### config.mk
export PLATFORM = sky130hd
export DESIGN_NAME = irq_level_arb
export DESIGN_NICKNAME = d
export VERILOG_FILES = /design/src/rtl/irq_arb_pkg.sv /design/src/rtl/irq_prio_regs.sv /design/src/rtl/irq_select.sv /design/src/rtl/irq_mask_stack.sv /design/src/rtl/irq_level_arb.sv
export SDC_FILE = /design/constraint.sdc
export NUM_CORES = 1
export LEC_CHECK = 0
export ABC_AREA = 1
export BUFFER_PORTS_ARGS = -buffer_cell sky130_fd_sc_hd__buf_4
export CORE_MARGIN = 2
export CORE_UTILIZATION = 55
export DETAILED_ROUTE_END_ITERATION = 7
export PLACE_DENSITY = 0.84
export SLEW_MARGIN = 20
export SYNTH_ARGS = -nofsm -noshare
export SYNTH_HDL_FRONTEND = slang
export SYNTH_SLANG_ARGS = --single-unit
### constraint.sdc
create_clock -name clk -period 25.3 [get_ports clk]
set_clock_uncertainty 0.2 [all_clocks]
set_input_delay 7.59 -clock clk [delete_from_list [all_inputs] [get_ports clk]]
set_output_delay 7.59 -clock clk [all_outputs]
set_load 0.1 [all_outputs]
### src/rtl/irq_arb_pkg.sv
package irq_arb_pkg;
  typedef logic [1:0] lvl2_t;
  localparam logic [2:0] LVL_NMI  = 3'd4;
  localparam lvl2_t      MASK_TOP = 2'b11;
endpackage

### src/rtl/irq_prio_regs.sv
module irq_prio_regs #(
  parameter int N_GRP = 4,
  localparam int GRP_W = (N_GRP > 1) ? $clog2(N_GRP) : 1
) (
  input  logic               clk,
  input  logic               rst,
  input  logic               we,
  input  logic [GRP_W-1:0]   sel,
  input  logic [1:0]         lvl,
  output logic [2*N_GRP-1:0] lvl_flat
);
  for (genvar g = 0; g < N_GRP; g++) begin : g_reg
    logic [1:0] r;
    always_ff @(posedge clk) begin
      if (rst)
        r <= 2'd0;
      else if (we && (sel == GRP_W'(g)))
        r <= lvl;
    end
    assign lvl_flat[2*g +: 2] = r;
  end
endmodule

### src/rtl/irq_select.sv
module irq_select #(
  parameter int N_GRP       = 4,
  parameter int SRC_PER_GRP = 4,
  localparam int N_SRC = N_GRP * SRC_PER_GRP,
  localparam int IDX_W = $clog2(N_SRC + 1)
) (
  input  logic [N_SRC-1:0]   req,
  input  logic [N_SRC-1:0]   en,
  input  logic [2*N_GRP-1:0] grp_lvl,
  output logic [1:0]         best_lvl,
  output logic [IDX_W-1:0]   best_idx
);
  logic [1:0] eff [N_SRC];

  for (genvar s = 0; s < N_SRC; s++) begin : g_eff
    assign eff[s] = (req[s] && en[s]) ? grp_lvl[2*(s / SRC_PER_GRP) +: 2] : 2'd0;
  end

  // Scan from the top index down; ">=" lets a lower index take over a tie.
  always_comb begin
    best_lvl = 2'd0;
    best_idx = '0;
    for (int s = N_SRC - 1; s >= 0; s--) begin
      if (eff[s] != 2'd0 && eff[s] >= best_lvl) begin
        best_lvl = eff[s];
        best_idx = IDX_W'(s + 1);
      end
    end
  end
endmodule

### src/rtl/irq_mask_stack.sv
module irq_mask_stack #(
  parameter int DEPTH = 4,
  localparam int CNT_W = $clog2(DEPTH + 1)
) (
  input  logic       clk,
  input  logic       rst,
  input  logic       push,
  input  logic       pop,
  input  logic [1:0] din,
  output logic [1:0] top,
  output logic       empty
);
  logic [1:0]       ent [DEPTH];
  logic [CNT_W-1:0] cnt;

  for (genvar i = 0; i < DEPTH; i++) begin : g_ent
    logic [1:0] from_below;
    logic [1:0] from_above;
    if (i == 0) begin : g_first
      assign from_below = din;
    end else begin : g_rest
      assign from_below = ent[i-1];
    end
    if (i == DEPTH - 1) begin : g_last
      assign from_above = 2'd0;
    end else begin : g_inner
      assign from_above = ent[i+1];
    end
    always_ff @(posedge clk) begin
      if (rst)
        ent[i] <= 2'd0;
      else if (push)
        ent[i] <= from_below;
      else if (pop)
        ent[i] <= from_above;
    end
  end

  always_ff @(posedge clk) begin
    if (rst)
      cnt <= '0;
    else if (push) begin
      if (cnt != CNT_W'(DEPTH))
        cnt <= cnt + 1'b1;
    end else if (pop && cnt != '0)
      cnt <= cnt - 1'b1;
  end

  assign top   = ent[0];
  assign empty = (cnt == '0);
endmodule

### src/rtl/irq_level_arb.sv
module irq_level_arb
  import irq_arb_pkg::*;
#(
  parameter int N_GRP       = 4,
  parameter int SRC_PER_GRP = 4,
  parameter int STK_DEPTH   = 4,
  localparam int N_SRC = N_GRP * SRC_PER_GRP,
  localparam int IDX_W = $clog2(N_SRC + 1),
  localparam int GRP_W = (N_GRP > 1) ? $clog2(N_GRP) : 1
) (
  input  logic             clk,
  input  logic             rst,
  input  logic [N_SRC-1:0] req_i,
  input  logic [N_SRC-1:0] en_i,
  input  logic             nmi_i,
  input  logic             ret_i,
  input  logic             mask_we_i,
  input  logic [1:0]       mask_wdata_i,
  input  logic             prio_we_i,
  input  logic [GRP_W-1:0] prio_grp_i,
  input  logic [1:0]       prio_lvl_i,
  output logic             ack_o,
  output logic [IDX_W-1:0] idx_o,
  output logic [2:0]       lvl_o,
  output logic [1:0]       mask_o
);
  logic [2*N_GRP-1:0] grp_lvl;
  lvl2_t              sel_lvl;
  logic [IDX_W-1:0]   sel_idx;
  lvl2_t              mask_q;
  lvl2_t              stk_top;
  logic               stk_empty;
  logic               nmi_q, nmi_pend;
  logic               nmi_live, blocked, take_nmi, take_irq, accept;

  irq_prio_regs #(.N_GRP(N_GRP)) prio_i (
    .clk(clk), .rst(rst), .we(prio_we_i), .sel(prio_grp_i),
    .lvl(prio_lvl_i), .lvl_flat(grp_lvl)
  );

  irq_select #(.N_GRP(N_GRP), .SRC_PER_GRP(SRC_PER_GRP)) sel_i (
    .req(req_i), .en(en_i), .grp_lvl(grp_lvl),
    .best_lvl(sel_lvl), .best_idx(sel_idx)
  );

  irq_mask_stack #(.DEPTH(STK_DEPTH)) stk_i (
    .clk(clk), .rst(rst), .push(accept), .pop(ret_i && !stk_empty),
    .din(mask_q), .top(stk_top), .empty(stk_empty)
  );

  assign nmi_live = nmi_pend | (nmi_i & ~nmi_q);
  assign blocked  = ret_i | mask_we_i;
  assign take_nmi = !blocked && nmi_live;
  assign take_irq = !blocked && !nmi_live && (sel_lvl > mask_q);
  assign accept   = take_nmi | take_irq;

  always_ff @(posedge clk) begin
    if (rst) begin
      mask_q   <= 2'b00;
      ack_o    <= 1'b0;
      idx_o    <= '0;
      lvl_o    <= 3'd0;
      nmi_q    <= 1'b0;
      nmi_pend <= 1'b0;
    end else begin
      ack_o    <= accept;
      nmi_q    <= nmi_i;
      nmi_pend <= take_nmi ? 1'b0 : nmi_live;
      if (ret_i) begin
        if (!stk_empty)
          mask_q <= stk_top;
      end else if (mask_we_i) begin
        mask_q <= mask_wdata_i;
      end else if (take_nmi) begin
        mask_q <= MASK_TOP;
        idx_o  <= '0;
        lvl_o  <= LVL_NMI;
      end else if (take_irq) begin
        mask_q <= sel_lvl;
        idx_o  <= sel_idx;
        lvl_o  <= {1'b0, sel_lvl};
      end
    end
  end

  assign mask_o = mask_q;
endmodule

# Word-level counts from Yosys, hierarchy flattened
# Memory sizes are Yosys's and may differ from the RTL's.
# Cells that the tools add are included.
# classes
magnitude_cmp	17
bitwise_logic	15
n_mux	77
add_sub_neg	2
reduce_logical	70
eq_ne	6
# op_table
cell	count
$mux 2	45
$mux 5	18
$logic_and 1x1->1	41
$reduce_bool 2->1	18
$ge 2x2->1	15
$mux 3	5
$or 1x1->1	11
$mux 1	9
$eq 2x2->1 const B	2
$reduce_and 2->1	2
$reduce_bool 4->1	1
$add 3x1->3 const B	1
$logic_not 1->1	3
$logic_not 3->1	1
$ne 3x3->1 const B	1
$not 1->1	3
$reduce_and 3->1	1
$reduce_bool 3->1	1
$sub 3x1->3 const B	1
$eq 2x1->1 const B	1
$ge 2x1->1 const B	1
$gt 2x2->1	1
$logic_not 2->1	1
$ne 2x1->1 const B	1
other kinds (3)	3
# totals
mem_count	1
wordCells	199
input_bits	44
reg_bits	24
ramBits	8
# memory_table
memory	depth	word_bits	read_ports	rd_ports_with_merged_regs	wr	line	text
stk_i.ent	4	2	4	0	4	irq_mask_stack.sv:13	logic [1:0] ent [DEPTH];

# Logic depth before layout (Yosys ltp)
# Gate-level depths: netlist of the first run.
# logic_depth
word_depth	58
mapped_depth	135
depth_no_buf	134

# Modules after synthesis
# A second synthesis of the first run with hierarchy kept.
# hier_totals
hier_cells	522
area_unflattened_um2	3298.2
# modules_own_cells
module	instances	area_per_inst_um2	cells_per_inst
irq_select	1	1676.6	315
irq_level_arb	1	654.4	84
irq_mask_stack	1	621.8	68
irq_prio_regs	1	345.3	55

# Least setup slack after synthesis of the first run
# Ideal clock, no wire load.
# synth_timing
path_type	input to register
startpoint	input port req_i[15]
endpoint	register stk_i.cnt[2]
cell_stages	117
arrival_time_ps	21904
setup_ps	70
setup_slack_ps	3126
cell_sequence	nand2_1 nor2_1 inv_1 ha_1 nand2_1 nand3_1 nand2_1 nand2_1 o21ai_2 ha_1 o21ai_1 nand2_1 nand2_1 nand2_1 nand2_1 ha_1 o21ai_0 nand2_1 [81 not listed] o21ai_0 nand2_1 o21ai_0 a21oi_1 ha_1 inv_1 nor2_1 o211ai_1 nor2_1 nor2_1 clkbuf_1 xor2_1 ha_1 o21ai_0 o21ai_0 nor2_1 o21ai_0 a21oi_1
# synth_via
elab_chain_cells	55
elab_cells_between_ends	58
# synth_rtl
item	line	text
start, declared	irq_level_arb.sv:13	input logic [N_SRC-1:0] req_i,
$logic_and 1x1->1 (*)	irq_select.sv:16	assign eff[s] = (req[s] && en[s]) ? grp_lvl[2*(s / SRC_PER_GRP) +: 2] : 2'd0;
$mux 2 (*)	irq_select.sv:16	
$ge 2x1->1 or $reduce_bool 2->1 (tied branches)	irq_select.sv:24	if (eff[s] != 2'd0 && eff[s] >= best_lvl) begin
$logic_and 1x1->1	irq_select.sv:24	
$mux 2 (*)	irq_select.sv:24	
$ge 2x2->1	irq_select.sv:24	
$logic_and 1x1->1	irq_select.sv:24	
$mux 2 (*)	irq_select.sv:24	
[39 not listed]	--	
$ge 2x2->1	irq_select.sv:24	
$logic_and 1x1->1	irq_select.sv:24	
$mux 2 (*)	irq_select.sv:24	
$gt 2x2->1 (*)	irq_level_arb.sv:54	assign take_irq = !blocked && !nmi_live && (sel_lvl > mask_q);
$logic_and 1x1->1 (*)	irq_level_arb.sv:54	
$or 1x1->1 (*)	irq_level_arb.sv:55	assign accept = take_nmi | take_irq;
$ne 2x1->1 (no source line) or $reduce_bool 2->1 (tied branches)	--	
$reduce_and 2->1 (no source line)	--	
end signal, assigned	irq_mask_stack.sv:44	cnt <= cnt + 1'b1;
end signal, assigned	irq_mask_stack.sv:46	cnt <= cnt - 1'b1;
end, declared	irq_mask_stack.sv:14	logic [CNT_W-1:0] cnt;
# Every way passes the cells marked *; elsewhere a longest branch is shown, timed or not.
# A chain may end at the register's enable or synchronous reset.

# Final worst setup path of the first run
# Same ends and word-level chain as after synthesis.

==> results.sh, run 1 <==
export IMPL_swShare_pct=39.29
export IMPL_p_switching_mw=0.06694
export IMPL_place_ws_ns=1.672
export IMPL_dr_pass1_iters=6
export IMPL_grt_pass1_vias=2783
export IMPL_finalWeightedCongestion=0.8874
export IMPL_rsz0062_at_grt="false"
export IMPL_worstMarginPinSlew_ns=0.4962
export IMPL_cts_max_path_buffers=2
export IMPL_grt_pass1_wl_mm=11.21
export IMPL_cts_tree="done"
export IMPL_outcome="completed"
export IMPL_yosysSeqAreaShare_pct=24.44
export IMPL_rows=26
export IMPL_cp_max_fo=6
export IMPL_share_comb_of_total_power_pct=41.5
export IMPL_ir_drop_mv=0.05811
export IMPL_nets=594
export IMPL_fin_crit_ns=23.42
export IMPL_start_kind="input port"
export IMPL_fin_total_pwr_mw=0.1704
export IMPL_cts_buffers=5
export IMPL_drtIter0Drc=118
export IMPL_setup_slack_ns=1.881
export IMPL_synthTopCellsByCount="116 x inv_1, 85 x nand2_1, 42 x o21ai_0, 35 x nor2_1"
export IMPL_die_area_um2=5964
export IMPL_htree_levels=2
export IMPL_synth_fp_nets=535
export IMPL_tns_ns=0
export IMPL_final_hold_viol_count=0
export IMPL_finalCritPeriodShare_pct=92.57
export IMPL_worst_skew_pair_late_latency_ns=0.27
export IMPL_drv_cap=0
export IMPL_overflow=0
export IMPL_ios=55
export IMPL_holdPathStages=1
export IMPL_grt_max_degree=18
export IMPL_syn_inst=469
export IMPL_r2r_cells=117
export IMPL_p_leak_nw=1.747
export IMPL_ys_seq_elements=32
export IMPL_viasPerCell=5.102
export IMPL_synth_area_leader_cell="dfxtp_1"
export IMPL_p_int_mw=0.1034
export IMPL_arrival_ns=23.42
export IMPL_drtAntennaViolNets=0
export IMPL_start_util_pct=57.38
export IMPL_worst_setup_path_end_kind="register"
export IMPL_antenna_found_initial=0
export IMPL_setup_viol=0
export IMPL_syn_cell_area_um2=2949
export IMPL_drt_total_wl_mm=6.595
export IMPL_cts_root_buf="clkbuf_8"
export IMPL_ys_flop_type="dfxtp_1"
export IMPL_critPathSlowestCell="ha_1"
export IMPL_hpwl_mm=5.479
export IMPL_pwr_share_clk_pct=20.9
export IMPL_syn_to_final_growth_pct=19.39
export IMPL_yosys_area_top_type_share_pct=16.29
export IMPL_hold_path_class="reg -> reg"
export IMPL_coreArea_um2=5140
export IMPL_yosysMostFrequentCell="inv_1"
export IMPL_worstPathRequired_ns=25.30
export IMPL_vias=3056
export IMPL_die_y_um=77.23
export IMPL_cts_hold_fix_buffers=0
export IMPL_ys_top_cells_by_area="dfxtp_1 16%, inv_1 15%, nand2_1 11%, ha_1 9.3%, edfxtp_1 8.1%"
export IMPL_wire_per_inst_um=11.01
export IMPL_worst_path_most_repeated_cell="nand2_1"
export IMPL_track_usage_pct=22.22
export IMPL_p_seq_share_pct=37.6
export IMPL_synth_area_per_cell_um2=6.288
export IMPL_ys_types=35
export IMPL_slew_violations=0
export IMPL_critical_path_max_stage_delay_ns=0.32
export IMPL_portBuffers=54
export IMPL_drc=0
export IMPL_crit_type="in -> reg"
export IMPL_powerDensity_nw_per_um2=48.39
export IMPL_fmax_ghz=0.04270
export IMPL_synth_edf_count=8
export IMPL_cts_sinks=32
export IMPL_die_w_um=77.23
export IMPL_drive_gt1_share_pct=17.77
export IMPL_synth_warnings=0
export IMPL_async_reset_ff_share_pct=0
export IMPL_clk_pin_slew_ns=0.06
export IMPL_antennaDiodeCount=0
export IMPL_max_slew_margin_pct=66.67
## logic make-up after synthesis
family | after synthesis | share of synthesized area (%)
simple gates | 209 | 34.54
compound gates | 83 | 15.87
buf+inv | 122 | 15.53
flops | 32 | 24.44
fa+ha+maj | 22 | 9.334
xor+xnor | 1 | 0.2970
## cell usage in the layout (no fill, tap or decap), types with 6 or more instances in the layout
master,n
buf_4,55
nor2_1,34
o21ai_0,42
ha_1,22
nand2_1,85
nor3_1,27
nand3_2,9
edfxtp_1,8
nand3_1,27
inv_1,116
dfxtp_1,24
nand4_1,6
nand2_2,7
a21oi_1,22
## power groups by stage
stage | Clock [mW] | Combinational, mW | Sequential (mW)
after floorplan | 0 | 0.0414 | 0.0746
after global routing | 0.0389 | 0.0797 | 0.0650
final | 0.0356 | 0.0707 | 0.0641
after global placement | 0 | 0.0670 | 0.0650
after detailed placement | 0 | 0.0699 | 0.0651
after CTS | 0.0367 | 0.0705 | 0.0641
## registers in the layout, summed over array words and instances, names as in the netlist
name / count
ack_o: 1
prio_i.g.r: 8
idx_o: 5
stk_i.ent: 8
lvl_o: 3
mask_o: 2
nmi_q: 1
nmi_pend: 1
stk_i.cnt: 3
## worst paths after layout
path	startpoint	endpoint	slack, ns
worst min register to register	stk_i.cnt[2]	stk_i.cnt[2]	0.25
worst max-delay path	req_i[15]	stk_i.cnt[2]	1.88
worst min-delay path	stk_i.cnt[2]	stk_i.cnt[2]	0.25
worst max register to register	prio_i.g_reg[3].r[1]	stk_i.cnt[2]	8.86
## area by class of cell
class | count | area (µm²)
repair buffers | 55 | 412.9
flip-flops and latches | 32 | 720.7
well taps | 70 | 87.58
fillers | 486 | 1619
multi-input cells | 315 | 1773
clock inverters | 1 | 3.754
inverters | 119 | 446.7
clock buffers | 7 | 76.32
## per-stage QoR
step / hold WS [ns] / instances / cell area [µm²] / utilization (%)
after detailed placement: 0.2408 / 591 / 3438 / 66.89
after CTS: 0.2553 / 599 / 3518 / 68.45
after global placement: 0.2441 / 591 / 3438 / 66.89
after floorplan: 0.2219 / 469 / 2949 / -
after global routing: 0.2745 / 599 / 3521 / 68.50
final: 0.2538 / 599 / 3521 / 68.50
## critical path, delay by kind of cell
family                     cells  cell delay, ns
and+or+nand+nor               61            6.49
xor gates and xnor gates       1            0.15
adders and majority gates     17            4.42
AOI/OAI and AO/OA             27            3.92
buffers and inverters         12            0.82
## layer usage
layer	GRT usage, %	vias up	share of wire (%)
met1	27.57	1351	46
met5	0	-	0
met3	4.118	8	4.7
li1	-	1622	-
met4	4.643	0	0.79
met2	39.91	75	48
## repair_timing
action                     in CTS  in global routing
setup endpoints to repair       0                  1
resized for setup               0                  1
setup buffers                   0                  0
Power figures use the tool's default switching activity.
==> inputs of run 2 (changes only) <==
--- a/config.mk
+++ b/config.mk
@@ -8,9 +8,9 @@
 export ABC_AREA = 1
 export BUFFER_PORTS_ARGS = -buffer_cell sky130_fd_sc_hd__buf_4
 export CORE_MARGIN = 2
-export CORE_UTILIZATION = 55
+export CORE_UTILIZATION = 57
 export DETAILED_ROUTE_END_ITERATION = 7
-export PLACE_DENSITY = 0.84
+export PLACE_DENSITY = 0.87
 export SLEW_MARGIN = 20
 export SYNTH_ARGS = -nofsm -noshare
 export SYNTH_HDL_FRONTEND = slang
==> run 2 against run 1 <==
  * Final area is essentially flat
  * Worst hold slack lost 0.0020 ns
  * Global-route usage grew 1.3 points
  * Largest cell class unchanged
  * Combinational power shrank 0.7%
  * Via count grew 1.4%
  * Worst setup slack gained 0.034 ns
==> results.sh, run 2 (same netlist as run 1, synthesis figures left out) <==
export IMPL_worstMarginPinSlew_ns=0.4686
export IMPL_die_y_um=75.93
export IMPL_drive_gt1_share_pct=17.77
export IMPL_drtIter0Drc=137
export IMPL_share_comb_of_total_power_pct=40.9
export IMPL_critical_path_max_stage_delay_ns=0.34
export IMPL_p_leak_nw=1.750
export IMPL_p_seq_share_pct=37.4
export IMPL_coreArea_um2=5042
export IMPL_cp_max_fo=6
export IMPL_holdPathStages=1
export IMPL_worst_skew_pair_late_latency_ns=0.28
export IMPL_powerDensity_nw_per_um2=48.70
export IMPL_finalCritPeriodShare_pct=92.43
export IMPL_die_area_um2=5765
export IMPL_ir_drop_mv=0.04955
export IMPL_wire_per_inst_um=11.10
export IMPL_max_slew_margin_pct=68.52
export IMPL_die_w_um=75.93
export IMPL_rows=26
export IMPL_cts_max_path_buffers=2
export IMPL_antennaDiodeCount=0
export IMPL_htree_levels=2
export IMPL_post_cts_resized=0
export IMPL_overflow=0
export IMPL_fin_crit_ns=23.38
export IMPL_antenna_found_initial=0
export IMPL_fmax_ghz=0.04276
export IMPL_hold_path_class="reg -> reg"
export IMPL_worstPathRequired_ns=25.31
export IMPL_portBuffers=54
export IMPL_critPathSlowestCell="ha_1"
export IMPL_cts_buffers=5
export IMPL_worst_setup_path_end_kind="register"
export IMPL_drt_total_wl_mm=6.646
export IMPL_grt_max_degree=18
export IMPL_cts_sinks=32
export IMPL_dr_pass1_iters=5
export IMPL_start_kind="input port"
export IMPL_cts_setup_buffers=0
export IMPL_setup_viol=0
export IMPL_hpwl_mm=5.492
export IMPL_worst_path_most_repeated_cell="nand2_1"
export IMPL_ios=55
export IMPL_track_usage_pct=23.57
export IMPL_worst_hold_slack_ns=0.2518
export IMPL_arrival_ns=23.39
export IMPL_drv_cap=0
export IMPL_viasPerCell=5.175
export IMPL_grt_pass1_wl_mm=11.61
export IMPL_cts_tree="done"
export IMPL_clk_pin_slew_ns=0.06
export IMPL_drtAntennaViolNets=0
export IMPL_start_util_pct=58.49
export IMPL_layout_common_cells="116 x inv_1, 85 x nand2_1, 55 x buf_4"
export IMPL_finalWeightedCongestion=0.9329
export IMPL_outcome="completed"
export IMPL_r2r_cells=117
export IMPL_tns_ns=0
export IMPL_nets=594
export IMPL_layout_commonest_cell="inv_1"
export IMPL_syn_to_final_growth_pct=19.35
export IMPL_crit_type="in -> reg"
export IMPL_pwr_share_clk_pct=21.6
export IMPL_cts_root_buf="clkbuf_8"
export IMPL_p_int_mw=0.1037
export IMPL_fillCellCount=439
export IMPL_grt_pass1_vias=2893
export IMPL_vias=3100
export IMPL_drc=0
export IMPL_cts_hold_fix_buffers=0
export IMPL_swShare_pct=39.51
export IMPL_slew_violations=0
export IMPL_p_switching_mw=0.06773
export IMPL_final_hold_viol_count=0
export IMPL_reg_top3="prio_i.g.r (8), stk_i.ent (8), idx_o (5)"
export IMPL_rsz0062_at_grt="false"
[run 2: final cells by class]
class,instances,area (µm²),share of cell area (%)
Sequential cell,32,720.7,20.48
Clock buffer,7,76.32,2.169
Timing Repair Buffer,55,412.9,11.73
Inverter,119,446.7,12.69
Multi-Input combinational cell,315,1770,50.30
Tap cell,70,87.58,2.488
Clock inverter,1,5.005,0.1422
[run 2: power by group through the flow]
stage                     clock network [mW]  registers (mW)  logic, mW
after detailed placement                   0          0.0652     0.0693
after floorplan                            0          0.0746     0.0414
after global routing                  0.0400          0.0650     0.0796
after global placement                     0          0.0649     0.0666
after CTS                             0.0372          0.0641     0.0699
final                                 0.0371          0.0642     0.0702
[run 2: worst max-delay path, delay by kind of cell]
family / cells / cell delay, ns
simple gates: 61 / 6.45
fa+ha+maj: 17 / 4.43
compound gates: 27 / 3.92
buf+inv: 12 / 0.80
xor+xnor: 1 / 0.16
[run 2: final timing paths]
path / start / endpoint / slack (ns)
worst max-delay path: req_i[15] / stk_i.cnt[2] / 1.92
worst min-delay path: stk_i.cnt[2] / stk_i.cnt[2] / 0.25
worst max register to register: prio_i.g_reg[3].r[1] / stk_i.cnt[2] / 8.87
worst min register to register: stk_i.cnt[2] / stk_i.cnt[2] / 0.25
[run 2: per-stage QoR]
step / power (mW) / util (%) / std cells / cell area (µm²) / worst slack [ns]
detailed placement: 0.1345 / 68.19 / 591 / 3438 / 1.780
global placement: 0.1315 / 68.19 / 591 / 3438 / 2.455
CTS: 0.1712 / 69.80 / 599 / 3520 / 1.998
floorplan: 0.1160 / - / 469 / 2949 / 3.126
global route: 0.1846 / 69.80 / 599 / 3520 / 0.2048
finish: 0.1714 / 69.80 / 599 / 3520 / 1.915
[run 2: per-layer routing]
layer | track usage [%] | share of wire [%]
met3 | 4.286 | 5.0
met2 | 43.30 | 49
met4 | 4.727 | 0.78
met5 | 0 | 0
met1 | 28.86 | 45
==> inputs of run 3 (changes only) <==
--- a/config.mk
+++ b/config.mk
@@ -6,7 +6,7 @@
 export NUM_CORES = 1
 export LEC_CHECK = 0
 export ABC_AREA = 1
-export BUFFER_PORTS_ARGS = -buffer_cell sky130_fd_sc_hd__buf_4
+export BUFFER_PORTS_ARGS = -buffer_cell sky130_fd_sc_hd__buf_2
 export CORE_MARGIN = 2
 export CORE_UTILIZATION = 57
 export DETAILED_ROUTE_END_ITERATION = 7
==> run 3 against run 2 <==
  * First-iteration DRC count down 5.8%
  * Sequential cell count unchanged
  * Non-clock buffer count rose by 2
  * Clock-buffer cell count is 1 lower
  * Worst setup slack better by 0.22 ns
  * Core utilization is 1.9 points lower
  * Fmax up 0.97%
  * Global-route usage is 1.2 points higher
  * Worst hold slack worse by 0.0036 ns
  * Die area unchanged
  * Routed wire length increased by 1.0%
  * Largest cell class unchanged
  * Total power increased by 1.0%
==> results.sh, run 3 (same netlist as run 1, synthesis figures left out) <==
export IMPL_hpwl_mm=5.470
export IMPL_finalWeightedCongestion=0.8974
export IMPL_drive_gt1_share_pct=19.40
export IMPL_htree_levels=2
export IMPL_place_ws_ns=1.666
export IMPL_drtAntennaViolNets=0
export IMPL_overflow=0
export IMPL_holdPathStages=1
export IMPL_antenna_found_initial=0
export IMPL_die_y_um=75.93
export IMPL_cts_sinks=32
export IMPL_grt_max_degree=18
export IMPL_powerDensity_nw_per_um2=50.56
export IMPL_finalCritPeriodShare_pct=91.54
export IMPL_track_usage_pct=24.77
export IMPL_max_slew_margin_pct=68.01
export IMPL_timing_critical_path_buf_inv=12
export IMPL_fillCellCount=454
export IMPL_drc=0
export IMPL_drt_total_wl_mm=6.714
export IMPL_drtIter0Drc=129
export IMPL_crit_type="in -> reg"
export IMPL_rsz0062_at_grt="false"
export IMPL_grt_pass1_vias=3078
export IMPL_r2r_cells=118
export IMPL_portBuffers=54
export IMPL_fin_crit_ns=23.16
export IMPL_timing_rr_end="stk_i.cnt[2]"
export IMPL_clk_pin_slew_ns=0.06
export IMPL_hold_path_endpoint="stk_i.cnt[2]"
export IMPL_setup_viol=0
export IMPL_grt_pass1_wl_mm=12.11
export IMPL_cts_root_buf="clkbuf_8"
export IMPL_fin_total_pwr_mw=0.1732
export IMPL_worst_path_most_repeated_cell="nand2_1"
export IMPL_worst_setup_path_end_kind="register"
export IMPL_cts_max_path_buffers=2
export IMPL_arrival_ns=23.17
export IMPL_worstMarginPinSlew_ns=0.4762
export IMPL_viasPerCell=5.090
export IMPL_fmax_ghz=0.04318
export IMPL_r2r_setup_slack_ns=9.09
export IMPL_layout_commonest_cell="inv_1"
export IMPL_setup_slack_ns=2.139
export IMPL_reg_top3="prio_i.g.r (8), stk_i.ent (8), idx_o (5)"
export IMPL_die_w_um=75.93
export IMPL_layout_common_cells="116 x inv_1, 84 x nand2_1, 54 x buf_2"
export IMPL_p_leak_nw=1.732
export IMPL_worstHoldStart="stk_i.cnt[2]"
export IMPL_vias=3059
export IMPL_nets=596
export IMPL_die_area_um2=5765
export IMPL_worst_skew_pair_late_latency_ns=0.28
export IMPL_outcome="completed"
export IMPL_syn_to_final_growth_pct=16.16
export IMPL_cts_buffers=5
export IMPL_cp_max_fo=6
export IMPL_wire_per_inst_um=11.17
export IMPL_cts_tree="done"
export IMPL_antennaDiodeCount=0
export IMPL_start_kind="input port"
export IMPL_critPathSlowestCell="ha_1"
export IMPL_slew_violations=0
export IMPL_critical_path_max_stage_delay_ns=0.31
export IMPL_rows=26
export IMPL_hold_path_class="reg -> reg"
export IMPL_cts_hold_fix_buffers=0
export IMPL_dr_pass1_iters=5
export IMPL_ir_drop_mv=0.05169
export IMPL_path_delay_family="simple AND/OR/NAND/NOR gates"
export IMPL_final_hold_viol_count=0
export IMPL_drv_cap=0
export IMPL_coreArea_um2=5042
export IMPL_start_util_pct=58.49
export IMPL_r2r_start="prio_i.g_reg[3].r[1]"
export IMPL_ios=55
export IMPL_worstPathRequired_ns=25.31
export IMPL_tns_ns=0
==> run 3: cell count changes in the layout (fill, tap and decap cells not counted), moves of 2 or more <==
cell / before / now
clkbuf_1: 2 / 0
buf_2: 0 / 54
nor2_2: 0 / 2
buf_4: 55 / 3
nor2_1: 35 / 33
o21ai_0: 42 / 40
==> run 3: report_power, final <==
group / switching, mW / total, mW / internal, mW
Combinational: 0.0469 / 0.0692 / 0.0223
Clock: 0.0180 / 0.0397 / 0.0217
Sequential: 0.00427 / 0.0643 / 0.0600
==> run 3: per-stage QoR <==
step / cells / utilization [%] / hold WS (ns) / cell area [µm²]
after floorplan: 469 / - / 0.2219 / 2949
after global placement: 591 / 65.51 / 0.2371 / 3303
after detailed placement: 591 / 65.51 / 0.2399 / 3303
after CTS: 599 / 67.34 / 0.2493 / 3396
after global routing: 601 / 67.94 / 0.2846 / 3426
final: 601 / 67.94 / 0.2482 / 3426
==> run 3: final cells by class <==
class	count	area (µm²)	share of cell area [%]
Multi-Input combinational cell	315	1785	52.12
Sequential cell	32	720.7	21.04
Inverter	119	446.7	13.04
Timing Repair Buffer	57	292.8	8.546
Tap cell	70	87.58	2.557
Clock buffer	6	82.58	2.411
Clock inverter	2	10.01	0.2922
==> run 3: repair_timing <==
item                                    CTS  global route
gates resized for setup                   0             7
endpoints found under the setup margin    0            16
endpoints found under the hold margin     0             0
setup buffers                             0             2
==> run 3: worst max-delay path by stage <==
stage                     startpoint      endpoint  depth (start not counted)
after global routing        en_i[15]  stk_i.cnt[2]                        119
final                      req_i[15]  stk_i.cnt[2]                        119
after CTS                  req_i[15]  stk_i.cnt[2]                        118
after global placement     req_i[15]  stk_i.cnt[2]                        117
after detailed placement   req_i[15]  stk_i.cnt[2]                        118
after floorplan            req_i[15]  stk_i.cnt[2]                        117
==> run 3: metal layers <==
layer | part of all wire, % | track usage [%] | up-vias
met5 | 0 | 0 | -
met4 | 0.36 | 6.545 | 0
met3 | 4.3 | 4.643 | 4
met2 | 51 | 46.70 | 68
met1 | 44 | 28.59 | 1362
li1 | - | - | 1625
==> run 3: worst reg2reg max path: cells and delay by family, from the launching register on <==
| family | cells | cell delay, ns |
|---|---|---|
| simple gates | 62 | 6.33 |
| fa+ha+maj | 17 | 4.37 |
| compound gates | 26 | 3.89 |
| xor+xnor | 1 | 0.10 |
| flops | 1 | 0.39 |
| buf+inv | 12 | 0.87 |
